===== config.mk =====
export PLATFORM = sky130hd
export DESIGN_NAME = nrdiv_unit
export DESIGN_NICKNAME = d
export VERILOG_FILES = /design/src/rtl/nrdiv_pkg.sv /design/src/rtl/nrdiv_addsub.sv /design/src/rtl/nrdiv_ctrl.sv /design/src/rtl/nrdiv_datapath.sv /design/src/rtl/nrdiv_unit.sv
export SDC_FILE = /design/constraint.sdc
export NUM_CORES = 1
export LEC_CHECK = 0
export CORE_ASPECT_RATIO = 0.8
export CORE_MARGIN = 2
export CORE_UTILIZATION = 53
export DETAILED_ROUTE_END_ITERATION = 10
export PLACE_DENSITY_LB_ADDON = 0.15
export SYNTH_ARGS = -nofsm -noshare
export SYNTH_HDL_FRONTEND = slang
export SYNTH_SLANG_ARGS = --single-unit

===== constraint.sdc =====
create_clock -name clk -period 10 [get_ports clk]
set_input_delay 1 -clock clk [delete_from_list [all_inputs] [get_ports clk]]
set_output_delay 1 -clock clk [all_outputs]
set_load 0.02 [all_outputs]

===== src/rtl/nrdiv_pkg.sv =====
package nrdiv_pkg;

  typedef enum logic [1:0] {
    ST_IDLE = 2'd0,
    ST_RUN  = 2'd1,
    ST_FIX  = 2'd2,
    ST_OVF  = 2'd3
  } nrdiv_state_e;

endpackage


===== src/rtl/nrdiv_addsub.sv =====
// Ripple add/subtract over WIDTH bits; subtraction inverts b and injects a carry.
module nrdiv_addsub #(
  parameter int WIDTH = 9
) (
  input  logic [WIDTH-1:0] a,
  input  logic [WIDTH-1:0] b,
  input  logic             sub,
  output logic [WIDTH-1:0] y
);

  logic [WIDTH-1:0] b_eff;
  logic [WIDTH-1:0] carry;

  assign b_eff    = b ^ {WIDTH{sub}};
  assign carry[0] = sub;

  for (genvar i = 0; i < WIDTH; i++) begin : g_bit
    assign y[i] = a[i] ^ b_eff[i] ^ carry[i];
    if (i < WIDTH - 1) begin : g_carry
      assign carry[i+1] = (a[i] & b_eff[i]) | (carry[i] & (a[i] ^ b_eff[i]));
    end
  end

endmodule


===== src/rtl/nrdiv_ctrl.sv =====
// Sequencer: idle -> W iterations -> correction, or idle -> overflow report.
module nrdiv_ctrl
  import nrdiv_pkg::*;
#(
  parameter int W = 8
) (
  input  logic clk,
  input  logic rst,
  input  logic start,
  input  logic ovf_det,
  output logic load,
  output logic step,
  output logic fix,
  output logic ovf_fin,
  output logic busy
);

  localparam int CW = $clog2(W + 1);
  localparam logic [CW-1:0] LAST = CW'(W - 1);

  nrdiv_state_e state;
  logic [CW-1:0] iter;

  assign load    = (state == ST_IDLE) && start;
  assign step    = (state == ST_RUN);
  assign fix     = (state == ST_FIX);
  assign ovf_fin = (state == ST_OVF);
  assign busy    = (state != ST_IDLE);

  always_ff @(posedge clk) begin
    if (rst) begin
      state <= ST_IDLE;
      iter  <= '0;
    end else begin
      unique case (state)
        ST_IDLE: begin
          iter <= '0;
          if (start) state <= ovf_det ? ST_OVF : ST_RUN;
        end
        ST_RUN: begin
          iter <= iter + 1'b1;
          if (iter == LAST) state <= ST_FIX;
        end
        ST_FIX:  state <= ST_IDLE;
        ST_OVF:  state <= ST_IDLE;
        default: state <= ST_IDLE;
      endcase
    end
  end

endmodule


===== src/rtl/nrdiv_datapath.sv =====
// Register pair (signed partial remainder : dividend/quotient) and result registers.
module nrdiv_datapath #(
  parameter int W = 8
) (
  input  logic           clk,
  input  logic           rst,
  input  logic           load,
  input  logic           step,
  input  logic           fix,
  input  logic           ovf_fin,
  input  logic [2*W-1:0] dividend,
  input  logic [W-1:0]   divisor,
  output logic           ovf_det,
  output logic           done,
  output logic           overflow,
  output logic [W-1:0]   quotient,
  output logic [W-1:0]   remainder
);

  localparam int PW = W + 1;

  logic [PW-1:0] part;
  logic [W-1:0]  low;
  logic [W-1:0]  dvs;
  logic [PW-1:0] shifted;
  logic [PW-1:0] opnd_a;
  logic [PW-1:0] res;
  logic          do_sub;
  logic          neg;

  assign ovf_det = dividend[2*W-1:W] >= divisor;
  assign neg     = part[PW-1];
  assign shifted = {part[W-1:0], low[W-1]};
  assign opnd_a  = step ? shifted : part;
  assign do_sub  = step & ~neg;

  nrdiv_addsub #(.WIDTH(PW)) u_addsub (
    .a   (opnd_a),
    .b   ({1'b0, dvs}),
    .sub (do_sub),
    .y   (res)
  );

  always_ff @(posedge clk) begin
    if (rst) begin
      part      <= '0;
      low       <= '0;
      dvs       <= '0;
      done      <= 1'b0;
      overflow  <= 1'b0;
      quotient  <= '0;
      remainder <= '0;
    end else begin
      done <= fix | ovf_fin;
      if (load) begin
        part <= {1'b0, dividend[2*W-1:W]};
        low  <= dividend[W-1:0];
        dvs  <= divisor;
      end else if (step) begin
        part <= res;
        low  <= {low[W-2:0], ~res[PW-1]};
      end
      if (fix) begin
        quotient  <= low;
        remainder <= neg ? res[W-1:0] : part[W-1:0];
        overflow  <= 1'b0;
      end else if (ovf_fin) begin
        quotient  <= '0;
        remainder <= '0;
        overflow  <= 1'b1;
      end
    end
  end

endmodule


===== src/rtl/nrdiv_unit.sv =====
module nrdiv_unit #(
  parameter int W = 8
) (
  input  logic           clk,
  input  logic           rst,
  input  logic           start,
  input  logic [2*W-1:0] dividend,
  input  logic [W-1:0]   divisor,
  output logic           busy,
  output logic           done,
  output logic           overflow,
  output logic [W-1:0]   quotient,
  output logic [W-1:0]   remainder
);

  logic load, step, fix, ovf_fin, ovf_det;

  nrdiv_ctrl #(.W(W)) u_ctrl (
    .clk     (clk),
    .rst     (rst),
    .start   (start),
    .ovf_det (ovf_det),
    .load    (load),
    .step    (step),
    .fix     (fix),
    .ovf_fin (ovf_fin),
    .busy    (busy)
  );

  nrdiv_datapath #(.W(W)) u_dp (
    .clk       (clk),
    .rst       (rst),
    .load      (load),
    .step      (step),
    .fix       (fix),
    .ovf_fin   (ovf_fin),
    .dividend  (dividend),
    .divisor   (divisor),
    .ovf_det   (ovf_det),
    .done      (done),
    .overflow  (overflow),
    .quotient  (quotient),
    .remainder (remainder)
  );

endmodule


==> metrics, run 1 <==
Cell Area, Synth=around 2400 um2; Antenna Diode Count=0; number of remaining DRC errors=0; unrepaired setup endpoints after global routing=no; Pwr Density=159 nW/um2; final-report max-slew violation count=0; row cnt=22; WP data required=10.21 ns; Mapped Avg Cell Area=8.71 um2; Post-synth EDFFs=0; CP max FO=13; Fmax=203 MHz; root buffer cell=clkbuf_8; vias in the first global route=1968; clk sinks=49; I/O pin cnt=46; Syn Inst Count=~280; MaxCap Viol Count=0; clk slew on worst S/H paths=~0.090 ns; die area=5180 um2; CP Launch Type=flip-flop; minimum clock period=4.94 ns; Final Cycle Share=49.4%; Total Routing Usage GR=23.3%; register area share after synthesis=40.1%; most frequent cells in the layout=51 x nand2_1, 49 x dfxtp_1, 45 x clkdlybuf4s50_1; DR vias=2089; Starting Density=a little over half; worst min path class=flip-flop to flip-flop; grt total ovfl=0; antenna viol nets, final=0; leading cell type in the layout, fill and taps excluded=nand2_1; worst slew pin tran=~1.0 ns; Setup Crit Path Kind=flip-flop to flip-flop; # port buffers=45; drt pass-1 iters=4; first-pass GRT wire length=9280 um; Final nets=between 300 and 400; Via density=5.53; die extent in y=64.8 um; Critical Path Most Common Cell=fa_1; HPWL after detailed placement=4180 um; filler instances=411; post-CTS setup buffer count=0; Initial DRC Count=180; Tot Pwr=473 uW; hold buffers post-CTS=0; Worst EP arrival=5.15 ns; Main synth FF type=dfxtp_1; Yosys reg bits=49; Crit. End Element=flip-flop; post_cts resized=0; Rel. slew slack=30.1%; Syn-to-layout area delta=21.8%; status=complete, no violations; final hold viol count=0; ys async rst share=0%; final setup fails=0; syn nets=324; Worst Path Buf+Inv=1; Routed Wire Length=around 5500 um; routability cong.=0.851; Setup Skew=0.00645 ns; CP delay by family, top=adder cells; share of post-route cells with drive strength above 1=5.35%; core area=4510 um2; Skew-Pair Late Insertion Delay=0.30 ns; crit path cell chain=nand2b_1 > nor2_2 > xor2_1 > fa_1 > fa_1 > fa_1 > fa_1 > fa_1 > inv_1 > fa_1 > fa_1 > xnor2_1 > xnor2_1 > mux2i_1 > a211oi_1; Setup TNS Final=0 ns; largest net degree at the start of global routing=26; slowest cell on the critical path=dfxtp_1; initial antenna violation count=0; Clock Path Buffers=2; DR WL/cell=14.6 um; CTS tree=done; Synthesis Warnings=0; P_leak=1.17 nW; worst vdd ir=0.0758 mV; max incr delay on CP=0.58 ns; CTS buffer count=5; Synth cell types=40; die width=between 70 and 80 um; H-tree lvl count=2
==> final cells by class <==
cell class,count,area [um2],area share [%]
Clock buffer,6,72.6,2.43
Clock inverter,2,15.0,0.503
Inverter,16,60.1,2.01
Multi-Input combinational cell,200,1330,44.5
Sequential cell,49,981,32.9
Tap cell,60,75.1,2.52
Timing Repair Buffer,45,450,15.1
==> worst reg2reg max path, cell delays in order (launching register included) <==
cell and delay [ns]:
dfxtp_1 0.58, nand2b_1 0.44, nor2_2 0.51, xor2_1 0.16, fa_1 0.43, fa_1 0.39, fa_1 0.39, fa_1 0.40
fa_1 0.37, inv_1 0.08, fa_1 0.20, fa_1 0.19, xnor2_1 0.07, xnor2_1 0.30, mux2i_1 0.12, a211oi_1 0.23
==> power breakdown <==
group	leakage, nW	switching (mW)	internal (mW)
registers	0.401	0.0179	0.212
logic	0.734	0.0722	0.0567
clock network	0.0374	0.0656	0.0493
total	1.17	0.156	0.318
==> cells by family (layout without fill, tap and decap cells) <==
| family | count (synthesis) | count (layout) | synth area share, % |
|---|---|---|---|
| compound gates | 84 | 84 | 21.7 |
| fa+ha+maj | 16 | 16 | 10.3 |
| buf+inv | 32 | 69 | 5.67 |
| xor+xnor | 10 | 10 | 3.58 |
| flops | 49 | 49 | 40.1 |
| simple gates | 78 | 78 | 13.7 |
| mux | 12 | 12 | 5.01 |
==> Yosys cell counts, types with 7 or more instances <==
cell     number  share of area [%]
a21oi_1      21                4.3
a22o_1        8                2.9
dfxtp_1      49                 40
fa_1          7                5.7
ha_1          9                4.6
inv_1        15                2.3
mux2i_1      10                4.1
nand2_1      51                7.8
nor2_1       15                2.3
o21ai_0      22                4.5
o22ai_1      11                2.8
==> routing by layer <==
| layer | wire [um] | track usage [%] |
|---|---|---|
| met5 | 0 | 0 |
| met4 | 76 | 7.84 |
| met3 | 278 | 3.90 |
| met1 | 2790 | 34.0 |
| met2 | 2370 | 34.8 |
==> sequential cells by signal, summed over array words and instances, names as in the netlist <==
signal and cells:
u_dp.part 9, u_dp.dvs 8, u_dp.low 8, u_dp.quotient 8, u_dp.remainder 8, u_ctrl.iter 4
u_ctrl.state 2, u_dp.done 1, u_dp.overflow 1
==> per-stage QoR <==
step | instances | setup WS [ns] | hold WS (ns) | instance area [um2] | util (%)
2_1_floorplan | 281 | 6.03 | 0.436 | 2450 | -
3_3_place_gp | 370 | 5.31 | 0.437 | 2900 | 64.1
3_5_place_dp | 370 | 5.13 | 0.446 | 2900 | 64.1
4_1_cts | 378 | 5.11 | 0.461 | 2980 | 66.1
5_1_grt | 378 | 4.65 | 0.487 | 2980 | 66.1
6_report | 378 | 5.06 | 0.458 | 2980 | 66.1
==> path summary, 6_finish.rpt <==
kind | start | to | slack [ns] | cells after the start
max reg2reg | u_ctrl.state[0]$_SDFFE_PP0P_ | u_dp.low[0]$_SDFFE_PP0P_ | 5.06 | 15
min | u_dp.remainder[6]$_SDFFE_PP0P_ | u_dp.remainder[6]$_SDFFE_PP0P_ | 0.46 | 2
max | u_ctrl.state[0]$_SDFFE_PP0P_ | u_dp.low[0]$_SDFFE_PP0P_ | 5.06 | 15
min reg2reg | u_dp.remainder[6]$_SDFFE_PP0P_ | u_dp.remainder[6]$_SDFFE_PP0P_ | 0.46 | 2
Power figures use the tool's default switching activity.
==> run 2, diff against run 1 <==
- CORE_UTILIZATION: 53 -> 47
- clock period: 10 -> 4.4 ns (I/O delays scaled with it)
==> metrics, run 2 (synthesis results as in run 1) <==
root buffer cell=clkbuf_8; switching power=361 uW; CP Launch Type=flip-flop; clk sinks=49; H-tree lvl count=2; worst slew pin tran=1.11 ns; Via density=5.45; Total Routing Usage GR=between 20% and 30%; Skew-Pair Late Insertion Delay=0.31 ns; post-place setup slack=0.313 ns; WL met1=3080 um; placed cell count=379; Biggest register=u_dp.part; drt pass-1 iters=4; worst vdd ir=0.276 mV; Starting Density=48.9%; design internal power=805 uW; row cnt=23; switching fraction of total power=31.0%; die width=84.7 um; unrepaired setup endpoints after global routing=no; CP max FO=4; CTS tree=done; first-pass GRT wire length=between 9000 and 10000 um; worst min path class=flip-flop to flip-flop; die extent in y=68.6 um; grt total ovfl=0; Initial DRC Count=approximately 220; MaxCap Viol Count=0; Setup Skew=about 0.015 ns; setup ws final=0.300 ns; Routed Wire Length=between 5000 and 6000 um; Crit. End Element=flip-flop; P_leak=1.23 nW; number of remaining DRC errors=0; CTS buffer count=5; antenna viol nets, final=0; Setup Crit Path Kind=flip-flop to flip-flop; Fmax=approximately 240 MHz; hold_ws=0.461 ns; HPWL after detailed placement=4350 um; highest metal used=met4; final hold viol count=0; post_cts resized=0; die area=5810 um2; WP data required=4.61 ns; metal2 WL=2380 um; Clock Path Buffers=2; Final nets=367; Final Cycle Share=between 90% and 100%; initial antenna violation count=0; vias in the first global route=1938; Setup TNS Final=0 ns; Rel. slew slack=26.1%; largest net degree at the start of global routing=26; status=complete, no violations; Syn-to-layout area delta=25.4%; share of post-route cells with drive strength above 1=7.69%; routability cong.=0.852; leading cell type in the layout, fill and taps excluded=nand2_1; hold buffers post-CTS=0; Pwr Density=380 nW/um2; clock power share=29.0%; final setup fails=0; final-report max-slew violation count=0; Reg power frac=43.9%; DR WL/cell=15.1 um; core area=5010 um2; clk slew on worst S/H paths=~0.10 ns; minimum clock period=4.10 ns; post-CTS setup buffer count=0; DR vias=between 2000 and 2500; I/O pin cnt=46; Worst EP arrival=4.30 ns; total length of routed met3 wires=approximately 330 um; # port buffers=45; Finished Layout Cells=387; max reg flops=9; Comb pwr share=27.1%; most frequent cells in the layout=51 x nand2_1, 49 x dfxtp_1, 45 x clkdlybuf4s50_1; Antenna Diode Count=0
[run 2: power groups by stage]
stage	clock (mW)	sequential, mW	combinational, mW
6_report	0.338	0.513	0.316
5_1_grt	0.368	0.519	0.353
4_1_cts	0.344	0.512	0.316
3_5_place_dp	0	0.523	0.316
3_3_place_gp	0	0.522	0.311
2_1_floorplan	0	0.522	0.209
[run 2: layer usage]
layer / up-vias / global-route usage, %
li1: 1060 / -
met1: 974 / 31.2
met2: 67 / 32.7
met3: 7 / 4.05
met4: 0 / 5.95
met5: - / 0
[run 2: worst paths after layout]
check | from | endpoint | slack, ns | cells after the start
max reg2reg | u_ctrl.state[1]$_SDFFE_PP0P_ | u_dp.low[0]$_SDFFE_PP0P_ | 0.30 | 15
min | u_dp.remainder[6]$_SDFFE_PP0P_ | u_dp.remainder[6]$_SDFFE_PP0P_ | 0.46 | 2
min reg2reg | u_dp.remainder[6]$_SDFFE_PP0P_ | u_dp.remainder[6]$_SDFFE_PP0P_ | 0.46 | 2
max | u_ctrl.state[1]$_SDFFE_PP0P_ | u_dp.low[0]$_SDFFE_PP0P_ | 0.30 | 15
[run 2: layout make-up]
class	instances	area (um2)
fill	468	1940
multi-input combinational	200	1330
sequential	49	981
timing repair buffer	52	503
clock buffer	6	82.6
tap	62	77.6
inverter	16	60.1
clock inverter	2	37.5
[run 2: per-stage QoR]
stage / cell area [um2] / power [mW] / util [%]
2_1_floorplan: 2450 / 0.731 / -
3_3_place_gp: 2950 / 0.833 / 58.9
3_5_place_dp: 2950 / 0.838 / 58.9
4_1_cts: 3070 / 1.17 / 61.3
5_1_grt: 3070 / 1.24 / 61.3
6_report: 3070 / 1.17 / 61.3
[run 2: critical path: stages, from the launching register on]
cell and delay (ns):
dfxtp_1 0.34, nand2b_1 0.22, mux2i_1 0.29, o21ai_0 0.13, fa_1 0.39, fa_1 0.38, fa_1 0.39, fa_1 0.39
fa_1 0.37, inv_1 0.07, fa_1 0.18, fa_1 0.19, xnor2_1 0.08, xnor2_1 0.23, mux2i_1 0.12, a211oi_1 0.23
